**src/rtl/fll_integrator.sv**
```systemverilog
module fll_integrator #(
  parameter int INT_W   = 10,
  parameter int TAP_W   = 5,
  parameter int N_W     = 7,
  parameter int TAP_MAX = 28
) (
  input  logic             clk,
  input  logic             rst_n,
  input  logic             clear,
  input  logic             ref_pulse,
  input  logic             dco_pulse,
  input  logic [1:0]       div_sel,
  input  logic [N_W-1:0]   mult_n,
  input  logic             bypass_prediv,
  input  logic             mod_off,
  output logic [TAP_W-1:0] tap,
  output logic             use_next,
  output logic [INT_W-1:0] integ,
  output logic             out_pulse
);
  localparam int FRAC_W = INT_W - TAP_W;
  localparam logic [INT_W-1:0] MID = INT_W'(1) << (INT_W - 1);
  localparam logic [INT_W-1:0] TOP = '1;
  localparam logic [TAP_W-1:0] TAP_LIM = TAP_W'(TAP_MAX);

  // divider chain
  logic [2:0]     pre_cnt;
  logic [2:0]     pre_last;
  logic [N_W-1:0] n_cnt;
  logic           pre_tick, fb_tick;

  assign pre_last  = 3'b111 >> (2'd3 - div_sel);
  assign pre_tick  = dco_pulse && (pre_cnt >= pre_last);
  assign fb_tick   = pre_tick && (n_cnt >= mult_n);
  assign out_pulse = bypass_prediv ? dco_pulse : pre_tick;

  always_ff @(posedge clk or negedge rst_n) begin
    if (!rst_n) begin
      pre_cnt <= '0;
      n_cnt   <= '0;
    end else if (dco_pulse) begin
      pre_cnt <= pre_tick ? 3'd0 : pre_cnt + 3'd1;
      if (pre_tick) n_cnt <= fb_tick ? '0 : n_cnt + 1'b1;
    end
  end

  // saturating integrator
  logic up, dn;
  assign up = ref_pulse && !fb_tick;
  assign dn = fb_tick && !ref_pulse;

  always_ff @(posedge clk or negedge rst_n) begin
    if (!rst_n)                    integ <= MID;
    else if (clear)                integ <= MID;
    else if (up && integ != TOP)   integ <= integ + 1'b1;
    else if (dn && integ != '0)    integ <= integ - 1'b1;
  end

  // tap selection
  logic [TAP_W-1:0] code;
  assign code = integ[INT_W-1 -: TAP_W];
  assign tap  = (code > TAP_LIM) ? TAP_LIM : code;

  // fractional modulator
  logic [FRAC_W-1:0] pos, acc, mlat, m_now, acc_now;
  logic [FRAC_W:0]   sum;
  logic              frame_start;

  assign frame_start = (pos == '0);
  assign m_now       = frame_start ? integ[FRAC_W-1:0] : mlat;
  assign acc_now     = frame_start ? '0 : acc;
  assign sum         = {1'b0, acc_now} + {1'b0, m_now};

  always_ff @(posedge clk or negedge rst_n) begin
    if (!rst_n) begin
      pos      <= '0;
      acc      <= '0;
      mlat     <= '0;
      use_next <= 1'b0;
    end else if (dco_pulse) begin
      pos      <= pos + 1'b1;
      acc      <= sum[FRAC_W-1:0];
      if (frame_start) mlat <= integ[FRAC_W-1:0];
      use_next <= sum[FRAC_W] && !mod_off && (code < TAP_LIM);
    end
  end
endmodule

```
**config.mk**
```make
export PLATFORM = sky130hd
export DESIGN_NAME = fll_integrator
export DESIGN_NICKNAME = d
export VERILOG_FILES = /design/src/rtl/fll_integrator.sv
export SDC_FILE = /design/constraint.sdc
export NUM_CORES = 1
export LEC_CHECK = 0
export ABC_AREA = 1
export CAP_MARGIN = 20
export CORE_MARGIN = 1
export CORE_UTILIZATION = 45
export CTS_CLUSTER_SIZE = 20
export DETAILED_ROUTE_END_ITERATION = 10
export DONT_BUFFER_PORTS = 1
export PLACE_DENSITY = 0.71
export SKIP_LAST_GASP = 1
export SLEW_MARGIN = 30
export SYNTH_ARGS = -nofsm -noshare
export SYNTH_HDL_FRONTEND = slang
export SYNTH_SLANG_ARGS = --single-unit
```
**constraint.sdc**
```tcl
create_clock -name clk -period 4.96 [get_ports clk]
set_clock_uncertainty 0.15 [all_clocks]
set_input_delay 0.248 -clock clk [delete_from_list [all_inputs] [get_ports clk]]
set_output_delay 0.248 -clock clk [all_outputs]
set_load 0.01 [all_outputs]
```
==> Yosys cells after proc, flatten, opt, wreduce, memory -nomap -nowiden <==
Index checks and enable logic that the tools add are counted.
{ "classes": {"shifts": 1, "n_lt_le_gt_ge": 4, "muxes": 9, "eq_ne": 1, "addsub": 7, "n_reduce_logical": 15} }
{ "ops": {"columns": ["operator", "n"], "rows": [
  ["10-bit two-way mux", 3],
  ["5-bit two-way mux", 3],
  ["10-bit by 1-bit adder with 10-bit output (second input constant)", 1],
  ["10-bit inequality test (second input constant)", 1],
  ["10-bit nonzero test", 1],
  ["10-bit by 1-bit subtractor with 10-bit output (second input constant)", 1],
  ["1-bit logical AND", 8],
  ["7-bit by 1-bit adder with 7-bit output (second input constant)", 1],
  ["7-bit greater-or-equal comparator", 1],
  ["7-bit two-way mux", 1],
  ["5-bit by 5-bit adder with 6-bit output", 1],
  ["5-bit by 1-bit adder with 5-bit output (second input constant)", 1],
  ["5-bit greater-than comparator (second input constant)", 1],
  ["5-bit logical NOT", 1],
  ["5-bit less-than comparator (second input constant)", 1],
  ["3-bit by 1-bit adder with 3-bit output (second input constant)", 1],
  ["3-bit greater-or-equal comparator", 1],
  ["1-bit logical NOT", 3],
  ["3-bit two-way mux", 1],
  ["3-bit nonzero test", 1],
  ["3-bit by 2-bit right shift with 3-bit output (first input constant)", 1],
  ["2-bit AND reduction", 1],
  ["2-bit subtractor (first input constant)", 1],
  ["1-bit two-way mux", 1]
]} }
{ "word_totals": {"ff_bits": 36, "elab_cells": 44, "out_inout_bits": 17} }

==> Logic depth before layout (Yosys ltp) <==
Gate-level depths: netlist of run 1.
{ "depth": {"ltp_word": 10, "ltp_mapped": 19} }

==> Worst setup path after synthesis of run 1 <==
Ideal clock, no wire load.
{ "synth_timing": {"path_type": "in2reg", "startpoint": "input div_sel[0]", "endpoint": "register integ[7]", "setup_time_ps": 121, "required_ps": 4689, "setup_slack_ps": 2274, "n_path_buf": 0, "t_arrival_ps": 2415, "cell_stages": 15, "cell_sequence": "or2_2 -> ha_1 -> nand3_1 -> nand3_2 -> nand2_4 -> inv_6 -> nand2_8 -> nand2_8 -> ha_1 -> nand2_1 -> o211ai_1 -> nand3_1 -> nand2_1 -> xor2_1 -> o21ai_2"} }
{ "synth_via": {"elab_chain_len": 10} }
{ "synth_lines": {"columns": ["item", "line", "rtl"], "rows": [
  ["start: declaration", "12", "input logic [1:0] div_sel,"],
  ["2-bit subtractor *", "32", "assign pre_last = 3'b111 >> (2'd3 - div_sel);"],
  ["3-bit by 2-bit right shift with 3-bit output *", "32", null],
  ["3-bit greater-or-equal comparator *", "33", "assign pre_tick = dco_pulse && (pre_cnt >= pre_last);"],
  ["1-bit logical AND *", "33", null],
  ["1-bit logical AND *", "34", "assign fb_tick = pre_tick && (n_cnt >= mult_n);"],
  ["1-bit logical NOT", "49", "assign up = ref_pulse && !fb_tick;"],
  ["1-bit logical AND", "49", null],
  ["1-bit logical AND", "55", "else if (up && integ != TOP) integ <= integ + 1'b1;"],
  ["10-bit two-way mux", "55", null],
  ["10-bit two-way mux", "54", "else if (clear) integ <= MID;"],
  ["end signal: assignment", "55", null],
  ["end signal: assignment", "56", "else if (dn && integ != '0) integ <= integ - 1'b1;"],
  ["end: declaration", "18", "output logic [INT_W-1:0] integ,"]
]} }
Mark *: on every way between the ends. The rest lies on a longest branch, timed or not.
A chain may end at the register's enable or synchronous reset.

==> Worst setup path after layout of run 1 <==
{ "layout_timing": {"startpoint": "register pos[0]", "endpoint": "register use_next"} }
{ "layout_via": {"elab_chain_len": 5} }
{ "layout_lines": {"columns": ["item", "line", "rtl"], "rows": [
  ["start: declaration", "65", "logic [FRAC_W-1:0] pos, acc, mlat, m_now, acc_now;"],
  ["start signal: assignment", "81", "pos <= pos + 1'b1;"],
  ["5-bit logical NOT", "69", "assign frame_start = (pos == '0);"],
  ["5-bit two-way mux", null, null],
  ["net m_now[1]", "65", null],
  ["5-bit by 5-bit adder with 6-bit output", "72", "assign sum = {1'b0, acc_now} + {1'b0, m_now};"],
  ["1-bit logical AND (2 in series)", "84", "use_next <= sum[FRAC_W] && !mod_off && (code < TAP_LIM);"],
  ["end signal: assignment", "84", null],
  ["end: declaration", "17", "output logic use_next,"]
]} }
The timed path passes the listed nets, and every way through them passes these cells.

==> summary.md, run 1 <==
| Metric | Value |
|---|---|
| Crit path cell chain | inv_1 > ha_1 > nand2_1 > nor2_1 > inv_1 > o21ai_0 > inv_1 > ha_1 > a21oi_1 > inv_1 > a31oi_1 > or2_2 > nand2_1 > a21oi_1 > o21ai_0 |
| Fin. max-slew vios | 0 |
| Core area | 0.00564 mm² |
| Crit path required time | about 5.0 ns |
| Netlist cell types | 40 |
| Setup violations, final | 0 |
| PwrDens | approximately 540 mW/mm² |
| H-Tree Depth | 2 |
| Reg2Reg Setup Slack | 1.90 ns |
| CTS tree | built |
| Die width | 79.2 µm |
| Post-synth top cells | nand2_1, inv_1, dfrtp_1 |
| Startpoint Class | flop |
| DR iter-0 viols | 64 |
| Max incr delay on CP | 0.56 ns |
| Design Power | 1.57 mW |
| # Post-CTS Setup Buffers | 0 |
| Crit Path Class | flop to flop |
| P_sw | 0.718 mW |
| Fin Hold WS | 0.00777 ns |
| Initial antenna violation count | 0 |
| WP buf/inv | 4 |
| Nets | 390 |
| Leak Pwr | between 1 and 1.5 nW |
| Initial Util | 47.6% |
| Cell row count | 27 |
| Worst r2r src | pos[0] |
| Reg2Reg Capture Point | use_next |
| VDD IR-drop max | about 240 µV |
| Reg2Reg Depth | 15 |
| Hold Path Depth | 3 |
| Main combinational cell family by area after synthesis | simple AND/OR/NAND/NOR gates |
| Register share of total power | 35.0% |
| Worst Setup End Kind | flop |
| Clock share of power | 13.7% |
| Largest area contributor in the netlist | dfrtp_1 |
| XOR/XNOR Fraction of Synth Area | approximately 3.6% |
| Hold-critical path endpoint | use_next |
| Outcome | completed |
| Cells after synthesis | 341 |
| Sw frac | 45.7% |
| Number of clock sinks | 36 |
| RSZ-0062 raised after global routing | false |
| Number of flops mapped to enable cells by yosys | 0 |
| Top post-synthesis cells by area | dfrtp_1, ha_1, nand2_1 |
| Post-synthesis cell area | between 0.002 and 0.003 mm² |
| Largest net degree at the start of global routing | 37 |
| Crit Path Max Fanout | 14 |
| Core Util, Final | between 50% and 60% |
| Inserted Clock Buffers | 5 |
| Cell with the most instances after synthesis | nand2_1 |
| Final instance area | 0.00289 mm² |
| Grt total ovfl | 0 |
| HP Start | mod_off |
| Worst EP arrival | 3.08 ns |
| Buffers on Ports | 0 |
| Delay-heaviest family, CP | compound AO/OA/AOI/OAI gates |
| Seq cells post-synth | 36 |
| DR WL/cell | 12.3 µm |
| Async SR Flop Fraction | 100% |
| Share of cells above drive strength 1 | 11.3% |
| Die Span Y | 79.2 µm |
| Area after DPL | approximately 0.0027 mm² |
| Post-synthesis mux area share | 0% |
| Clock root buffer | clkbuf_8 |
| Final hold violation count | 0 |
| Overall routing resource usage | 18.6% |
| DR pass1 iterations | 4 |
| Die area | 0.00628 mm² |
| DRT Wirelength | 5.15 mm |
| DP HPWL | 3.93 mm |
| Post-synthesis simple-gate area fraction | 24.7% |
| Compound-Gate Fraction of Synth Area | about 14% |
| Fmax achieved | 327 MHz |
| Pint | 0.853 mW |
| DP Cell Count | between 400 and 500 |
| Non-Filler Instances | 418 |
| Cts repair resizes | 0 |
| Via count | 2,139 |
| Synthesis Warnings | 0 |
| Tcrit/Tclk final | around three fifths |
| Cts hold-fix bufs | 4 |
| Post-Synth Adder-Cell Area | 14.1% |
| Worst slew pin tran | about 0.75 ns |
| Clk buf depth | 2 |
| Syn_nets | about 390 |
| Area share of the leading cell type in the synthesized netlist | 32.6% |
| Worst path most repeated cell | inv_1 |
| Ant. Diodes | 0 |
| Max-slew headroom | 49.9% |
| Fin crit period | approximately 3 ns |
| Combinational fraction of design power | 51.3% |
| Register area share after synthesis | about a third |
| Max Cap Viol | 0 |
| Worst skew pair latency | 0.29 ns |
| Antenna-violating nets left | 0 |
| Worst-path clk slew | 0.07 ns |
| P&R area growth vs syn | 7.50% |
| Dominant synthesized flop cell | dfrtp_1 |
| Setup TNS | 0 ns |
| DRC violations left | 0 |
| Setup WS pre-CTS | 1.91 ns |
| GP Congestion | 0.862 |
| Vias in the first global route | 2,060 |
| Mapped Avg Cell Area | 7.87 µm² |
| First-pass GRT wire length | 9.08 mm |
| Boundary pin count | 33 |
| Fin worst setup slack | 1.90 ns |
| Slowest cell on crit path | nor2_1 |
| Vias per inst | 5.12 |
| Hold Crit Class | input port to flop |
==> placed cells by master (no fill, tap or decap), types with 4 or more instances in the layout <==
master     n
a21oi_1   17
inv_2      5
o21ai_0   29
nor2_1    20
clkbuf_8   6
dfrtp_1   35
ha_1      27
xor2_1     5
nand2_1   68
inv_1     55
o21ai_2    4
xnor2_1    6
nor3_1     4
nand3_1   21
or2_2      5
==> worst min-delay path: cells and delay by family <==
| kind | cells | cell delay (ns) |
|---|---|---|
| and+or+nand+nor | 2 | 0.08 |
| AOI/OAI and AO/OA | 1 | 0.07 |
==> power groups by stage <==
stage                     clock network, mW  registers [mW]  logic [mW]
final                                 0.215           0.551       0.806
after detailed placement                  0           0.557       0.796
after global placement                    0           0.554       0.767
after floorplan                           0           0.518       0.680
after CTS                             0.225           0.552       0.816
after global routing                  0.237           0.571       0.939
==> kinds of logic after synthesis <==
group | count (synthesis)
AO/OA/AOI/OAI | 61
XOR/XNOR | 11
adder cells (fa/ha/maj) | 29
AND/OR/NAND/NOR | 134
buffers and inverters | 70
flip-flops | 36
==> flip-flops by register name (all words and copies together), names as in the netlist <==
name,flops
acc,5
integ,10
mlat,5
n_cnt,7
pos,5
pre_cnt,3
use_next,1
==> layer usage <==
layer / GRT usage [%] / up-vias / share of wire [%]
met5: 0 / - / 0
met4: 7.09 / 0 / 2.3
met3: 4.37 / 8 / 3.7
met2: 30.8 / 37 / 47
met1: 23.4 / 982 / 47
li1: - / 1112 / -
==> how the worst max path moves through the flow <==
stage,startpoint,endpoint,slack (ns),cells after the start
6_report,pos[0],use_next,1.90,15
5_1_grt,pos[0],use_next,1.57,15
4_1_cts,pos[0],use_next,1.90,15
3_5_place_dp,pos[0],use_next,1.91,15
3_3_place_gp,pos[0],use_next,2.03,15
2_1_floorplan,div_sel[0],integ[7],2.27,15
==> area by class of cell <==
type | instances | area, µm²
fill | 539 | 2760
tap | 72 | 90.1
inverter | 63 | 244
sequential | 36 | 902
clock buffer | 8 | 90.1
timing repair buffer | 4 | 50.0
multi-input combinational | 235 | 1510
No activity file was read; power rests on OpenSTA's default activity.
==> run 2, diff against run 1 <==
PLACE_DENSITY = 0.73   (was 0.71)
clock period = 2.8 ns   (was 4.96 ns; I/O delays follow)
==> summary.md, run 2 (synthesis gave the netlist of run 1 again) <==
| Metric | Value |
|---|---|
| Vias per inst | 5.10 (was 5.12) |
| Biggest regs | integ (10), n_cnt (7) (unchanged) |
| Outcome | completed (unchanged) |
| Design Power | 3.16 mW (was 1.57 mW) |
| GP Congestion | 0.918 (was 0.862) |
| P&R area growth vs syn | 20.6% (was 7.50%) |
| Initial antenna violation count | 0 (unchanged) |
| Cell row count | 27 (unchanged) |
| Fin crit period | 2.65 ns (was 3.06 ns) |
| Core area | 0.00564 mm² (unchanged) |
| Max FFs per register | 10 (unchanged) |
| Critical Path Source | n_cnt[5] (was pos[0]) |
| Worst EP arrival | 2.69 ns (was 3.08 ns) |
| Commonest non-fill, non-tap cell in the layout | nand2_1 (unchanged) |
| Setup violations, final | 0 (unchanged) |
| First-pass GRT wire length | 9.43 mm (was 9.08 mm) |
| Leak Pwr | 1.60 nW (was 1.47 nW) |
| PwrDens | 976 mW/mm² (was 545 mW/mm²) |
| Ant. Diodes | 0 (unchanged) |
| H-Tree Depth | 2 (unchanged) |
| Core Util, Final | 57.4% (was 51.2%) |
| Inserted Clock Buffers | 5 (unchanged) |
| Max-slew headroom | 43.0% (was 49.9%) |
| Slowest cell on crit path | dfrtp_1 (was nor2_1) |
| Vias in the first global route | 2,190 (was 2,060) |
| Crit Path Max Fanout | 6 (was 14) |
| Clk buf depth | 2 (unchanged) |
| DP Cell Count | 417 (was 406) |
| Tcrit/Tclk final | 94.8% (was 61.6%) |
| Largest Register | integ (unchanged) |
| Worst slew pin tran | 0.855 ns (was 0.749 ns) |
| HP Start | ref_pulse (was mod_off) |
| Worst Setup End Kind | flop (unchanged) |
| Delay-heaviest family, CP | simple AND/OR/NAND/NOR gates (was compound AO/OA/AOI/OAI gates) |
| Crit path cell chain | ha_1 > nand2_2 > inv_2 > a21oi_4 > nand3_4 > nand2_8 > nand2_4 > ha_4 > nand3_1 > nand2_2 > nand2_1 > nand2_1 > a21oi_2 > or2_2 > nand3_1 > o21ai_1 (was inv_1 > ha_1 > nand2_1 > nor2_1 > inv_1 > o21ai_0 > inv_1 > ha_1 > a21oi_1 > inv_1 > a31oi_1 > or2_2 > nand2_1 > a21oi_1 > o21ai_0) |
| Worst r2r src | n_cnt[5] (was pos[0]) |
| Overall routing resource usage | 19.2% (was 18.6%) |
| Die area | 0.00628 mm² (unchanged) |
| CTS tree | built (unchanged) |
| Final instance area | 0.00324 mm² (was 0.00289 mm²) |
| Grt total ovfl | 0 (unchanged) |
| Non-Filler Instances | 442 (was 418) |
| Max incr delay on CP | 0.38 ns (was 0.56 ns) |
| DR WL/cell | 12.4 µm (was 12.3 µm) |
| Die Span Y | 79.2 µm (unchanged) |
| DP HPWL | 3.89 mm (was 3.93 mm) |
| Share of cells above drive strength 1 | 22.2% (was 11.3%) |
| Final hold violation count | 0 (unchanged) |
| Leading cell types in the layout, fill and taps excluded | nand2_1, inv_1, dfrtp_1, o21ai_0 (was nand2_1, inv_1, dfrtp_1, o21ai_0, ha_1) |
| Startpoint Class | flop (unchanged) |
| Number of clock sinks | 36 (unchanged) |
| Largest net degree at the start of global routing | 37 (unchanged) |
| Crit path required time | 2.83 ns (was 4.98 ns) |
| Initial Util | 47.6% (unchanged) |
| Fmax achieved | 377 MHz (was 327 MHz) |
| Area after DPL | 0.00283 mm² (was 0.00275 mm²) |
| Fillers | 497 (was 539) |
| VDD IR-drop max | 456 µV (was 243 µV) |
| Worst-path clk slew | 0.08 ns (was 0.07 ns) |
| WP buf/inv | 1 (was 4) |
| DRT Wirelength | 5.47 mm (was 5.15 mm) |
| DR iter-0 viols | 88 (was 64) |
| Die width | 79.2 µm (unchanged) |
| Fin worst setup slack | 0.145 ns (was 1.90 ns) |
| Clock root buffer | clkbuf_8 (unchanged) |
| Buffers on Ports | 0 (unchanged) |
| Setup WS pre-CTS | -0.0224 ns (was 1.91 ns) |
| Crit Path Class | flop to flop (unchanged) |
| Antenna-violating nets left | 0 (unchanged) |
| Nets | 414 (was 390) |
| Max Cap Viol | 0 (unchanged) |
| Worst skew pair latency | 0.29 ns (about the same) |
| DR pass1 iterations | 5 (was 4) |
| Via count | 2,253 (was 2,139) |
| Hold Crit Class | input port to flop (unchanged) |
| Boundary pin count | 33 (unchanged) |
| Fin. max-slew vios | 0 (unchanged) |
| DRC violations left | 0 (unchanged) |
[run 2: cell count changes in the layout (fill, tap and decap cells not counted), sizes merged]
| cell | previous run | this run |
|---|---|---|
| buf | 1 | 23 |
| clkbuf | 8 | 5 |
| bufinv | 0 | 1 |
| clkinv | 1 | 2 |
| clkinvlp | 0 | 1 |
| dlymetal6s4s | 0 | 1 |
| nand2 | 72 | 73 |
[run 2: what timing repair did]
item	4_1_cts	5_1_grt
hold endpoints to repair	67	0
pin swaps	0	8
setup buffers	0	11
endpoints found under the setup margin	2	9
resized for setup	3	22
hold buffers	5	0
gates cloned	0	1
[run 2: worst register-to-register path, delay by kind of cell, from the launching register on]
kind | cells | cell delay [ns]
compound gates | 3 | 0.27
buf+inv | 1 | 0.05
fa+ha+maj | 2 | 0.59
flops | 1 | 0.38
simple gates | 10 | 1.11
[run 2: final timing paths]
check / slack (ns) / cells after the start / to
min in group asynchronous: 0.13 / 2 / pos[0]
worst min register to register: 0.33 / 1 / pos[4]
worst max register to register: 0.15 / 16 / integ[6]
max in group asynchronous: 2.09 / 2 / integ[9]
worst max-delay path: 0.15 / 16 / integ[6]
worst min-delay path: 0.07 / 5 / integ[1]
[run 2: layer usage]
layer  part of all wire (%)  vias to the layer above  track usage, %
met5                      0                        -               0
met4                    1.9                        0            8.00
met3                    4.2                       10            4.25
met2                     49                       47            32.9
met1                     45                     1042            23.0
li1                       -                     1154               -
[run 2: metrics by stage]
stage | TNS [ns] | hold slack [ns]
2_1_floorplan | 0 | -0.306
3_3_place_gp | 0 | -0.305
3_5_place_dp | -0.0224 | -0.305
4_1_cts | -0.00558 | 0.0781
5_1_grt | -0.0121 | 0.0985
6_report | 0 | 0.0710
[run 2: area by class of cell]
cell class	count	area, µm²	share of cell area [%]
clock buffers	5	68.8	2.13
clock inverters	3	42.5	1.31
inverters	63	244	7.53
multi-input cells	236	1660	51.2
flip-flops and latches	36	902	27.9
well taps	72	90.1	2.78
repair buffers	27	231	7.15
[run 2: power breakdown]
| group | internal [mW] | total (mW) | leakage (nW) | switching, mW |
|---|---|---|---|---|
| clock | 0.264 | 0.462 | 0.0541 | 0.198 |
| sequential | 0.741 | 0.916 | 0.462 | 0.175 |
| combinational | 0.780 | 1.78 | 1.08 | 1.00 |
==> run 3, diff against run 2 <==
--- a/config.mk
+++ b/config.mk
@@ -10,5 +10,4 @@
 export CORE_MARGIN = 1
 export CORE_UTILIZATION = 45
-export CTS_CLUSTER_SIZE = 20
 export DETAILED_ROUTE_END_ITERATION = 10
 export DONT_BUFFER_PORTS = 1
==> constraint.sdc (replaced) <==
create_clock -name clk -period 2.8 [get_ports clk]
set_clock_uncertainty 0.15 [all_clocks]
set_input_delay 0.28 -clock clk [delete_from_list [all_inputs] [get_ports clk]]
set_output_delay 0.28 -clock clk [all_outputs]
set_load 0.01 [all_outputs]
==> summary.md, run 3 (synthesis gave the netlist of run 1 again) <==
| Metric | Value |
|---|---|
| DR WL/cell | 13.8 µm (was 12.4 µm) |
| DP HPWL | 4.19 mm (was 3.89 mm) |
| Initial antenna violation count | 0 (unchanged) |
| Share of cells above drive strength 1 | 21.2% (was 22.2%) |
| DR pass1 iterations | 4 (was 5) |
| Number of clock sinks | 36 (unchanged) |
| Outcome | completed (unchanged) |
| Fin crit period | 2.67 ns (was 2.65 ns) |
| Tcrit/Tclk final | 95.2% (was 94.8%) |
| DRC violations left | 0 (unchanged) |
| GP Congestion | 0.869 (was 0.918) |
| WP buf/inv | 3 (was 1) |
| Clk buf depth | 2 (unchanged) |
| Core area | 0.00564 mm² (unchanged) |
| Via count | 2,307 (was 2,253) |
| H-Tree Depth | 2 (unchanged) |
| Leading cell types in the layout, fill and taps excluded | nand2_1, inv_1, dfrtp_1, o21ai_0, nand3_1 (was nand2_1, inv_1, dfrtp_1, o21ai_0) |
| Crit path required time | 2.88 ns (was 2.83 ns) |
| Inserted Clock Buffers | 5 (unchanged) |
| Initial Util | 47.6% (unchanged) |
| Final hold violation count | 0 (unchanged) |
| PwrDens | 980 mW/mm² (was 976 mW/mm²) |
| Worst EP arrival | 2.74 ns (was 2.69 ns) |
| DRT Wirelength | 6.08 mm (was 5.47 mm) |
| Largest net degree at the start of global routing | 37 (unchanged) |
| CTS tree | built (unchanged) |
| Startpoint Class | flop (unchanged) |
| Fin. max-slew vios | 0 (unchanged) |
| Clock root buffer | clkbuf_8 (unchanged) |
| Overall routing resource usage | 20.1% (was 19.2%) |
| Worst skew pair latency | 0.29 ns (about the same) |
| Slowest cell on crit path | dfrtp_1 (unchanged) |
| Max incr delay on CP | 0.38 ns (about the same) |
| DR iter-0 viols | 87 (was 88) |
| Die width | 79.2 µm (unchanged) |
| Grt total ovfl | 0 (unchanged) |
| Commonest non-fill, non-tap cell in the layout | nand2_1 (unchanged) |
| Crit Path Class | flop to flop (unchanged) |
| Antenna-violating nets left | 0 (unchanged) |
| Worst-path clk slew | 0.07 ns (was 0.08 ns) |
| Max Cap Viol | 0 (unchanged) |
| Crit path cell chain | ha_1 > nand2_2 > inv_2 > a21oi_4 > nand3_4 > nand2_8 > nand2_8 > ha_2 > nand2_1 > nor2_1 > o21ai_0 > nand3_1 > inv_1 > nand3_1 > nand3_1 > nand2_1 > inv_1 (was ha_1 > nand2_2 > inv_2 > a21oi_4 > nand3_4 > nand2_8 > nand2_4 > ha_4 > nand3_1 > nand2_2 > nand2_1 > nand2_1 > a21oi_2 > or2_2 > nand3_1 > o21ai_1) |
| Boundary pin count | 33 (unchanged) |
| Core Util, Final | 56.5% (was 57.4%) |
| Setup violations, final | 0 (unchanged) |
| Vias in the first global route | 2,284 (was 2,190) |
| Hold Crit Class | input port to flop (unchanged) |
| Delay-heaviest family, CP | simple AND/OR/NAND/NOR gates (unchanged) |
| Cell row count | 27 (unchanged) |
| Buffers on Ports | 0 (unchanged) |
| First-pass GRT wire length | 9.83 mm (was 9.43 mm) |
| Worst path most repeated cell | nand3_1 |
| Setup TNS | 0 ns (unchanged) |
| Die Span Y | 79.2 µm (unchanged) |
| Vias per inst | 5.24 (was 5.10) |
| Crit Path Max Fanout | 6 (unchanged) |
| Leak Pwr | 1.57 nW (was 1.60 nW) |
| Nets | 412 (was 414) |
| Max FFs per register | 10 (unchanged) |
| Ant. Diodes | 0 (unchanged) |
| Fillers | 501 (was 497) |
| RSZ-0062 raised after global routing | true |
| Largest Register | integ (unchanged) |
| Worst Setup End Kind | flop (unchanged) |
| Max-slew headroom | 59.3% (was 43.0%) |
| Fmax achieved | 375 MHz (was 377 MHz) |
| VDD IR-drop max | 409 µV (was 456 µV) |
| Worst slew pin tran | 0.608 ns (was 0.855 ns) |
| P&R area growth vs syn | 18.6% (was 20.6%) |
| Die area | 0.00628 mm² (unchanged) |
| Biggest regs | integ (10), n_cnt (7) (unchanged) |
run 3: cell count changes in the layout (fill, tap and decap cells not counted), sizes merged:
| cell | before | now |
|---|---|---|
| buf | 23 | 22 |
| bufinv | 1 | 0 |
| clkbuf | 5 | 7 |
| dlymetal6s4s | 1 | 0 |
| clkinvlp | 1 | 0 |
run 3: final timing paths:
check                           startpoint        to  slack [ns]  depth (start not counted)
worst min register to register     mlat[1]   mlat[1]        0.35                          2
worst max-delay path              n_cnt[5]  integ[9]        0.13                         17
worst max register to register    n_cnt[5]  integ[9]        0.13                         17
worst min-delay path             dco_pulse    acc[3]        0.02                          2
max in group asynchronous            rst_n  integ[9]        1.94                          2
min in group asynchronous            rst_n    pos[1]        0.29                          2
run 3: metal layers:
layer,share of wire [%],GRT usage [%],up-vias
li1,-,-,1152
met1,43,23.0,1080
met2,50,35.8,62
met3,4.2,4.37,13
met4,2.4,8.36,0
met5,0,0,-
run 3: cell type report:
class	count	area [µm²]	share of cell area (%)
sequential	36	902	28.3
clock buffer	7	76.3	2.40
multi-input combinational	236	1650	51.7
tap	72	90.1	2.83
timing repair buffer	25	220	6.91
inverter	63	244	7.66
clock inverter	1	5.00	0.157
run 3: where the power goes:
| part | switching (mW) | leakage [nW] | internal [mW] |
|---|---|---|---|
| combinational | 1.01 | 1.06 | 0.794 |
| sequential | 0.201 | 0.462 | 0.742 |
| clock | 0.196 | 0.0422 | 0.175 |
run 3: per-stage QoR:
step	setup WS (ns)	cells	power (mW)	cell area, µm²	hold WS (ns)
6_report	0.134	440	3.12	3190	0.0154
5_1_grt	-0.0644	440	3.42	3190	0.0233
4_1_cts	0.0130	431	2.92	3000	0.0120
3_5_place_dp	-0.0216	418	2.51	2850	-0.165
3_3_place_gp	0.0796	418	2.42	2850	-0.165
2_1_floorplan	0.0817	341	2.12	2690	-0.166
run 3: what timing repair did:
item	4_1_cts	5_1_grt
setup endpoints to repair	1	8
pin swaps	2	7
gates cloned	0	1
gates resized for setup	1	17
buffers inserted	1	8
endpoints found under the hold margin	48	0
hold buffers	4	0
run 3: worst reg2reg max path, delay by kind of cell, from the launching register on:
| kind | cells | cell delay, ns |
|---|---|---|
| AND/OR/NAND/NOR | 10 | 1.00 |
| AO/OA/AOI/OAI | 2 | 0.27 |
| flip-flops | 1 | 0.38 |
| buffers and inverters | 3 | 0.16 |
| adder cells (fa/ha/maj) | 2 | 0.68 |
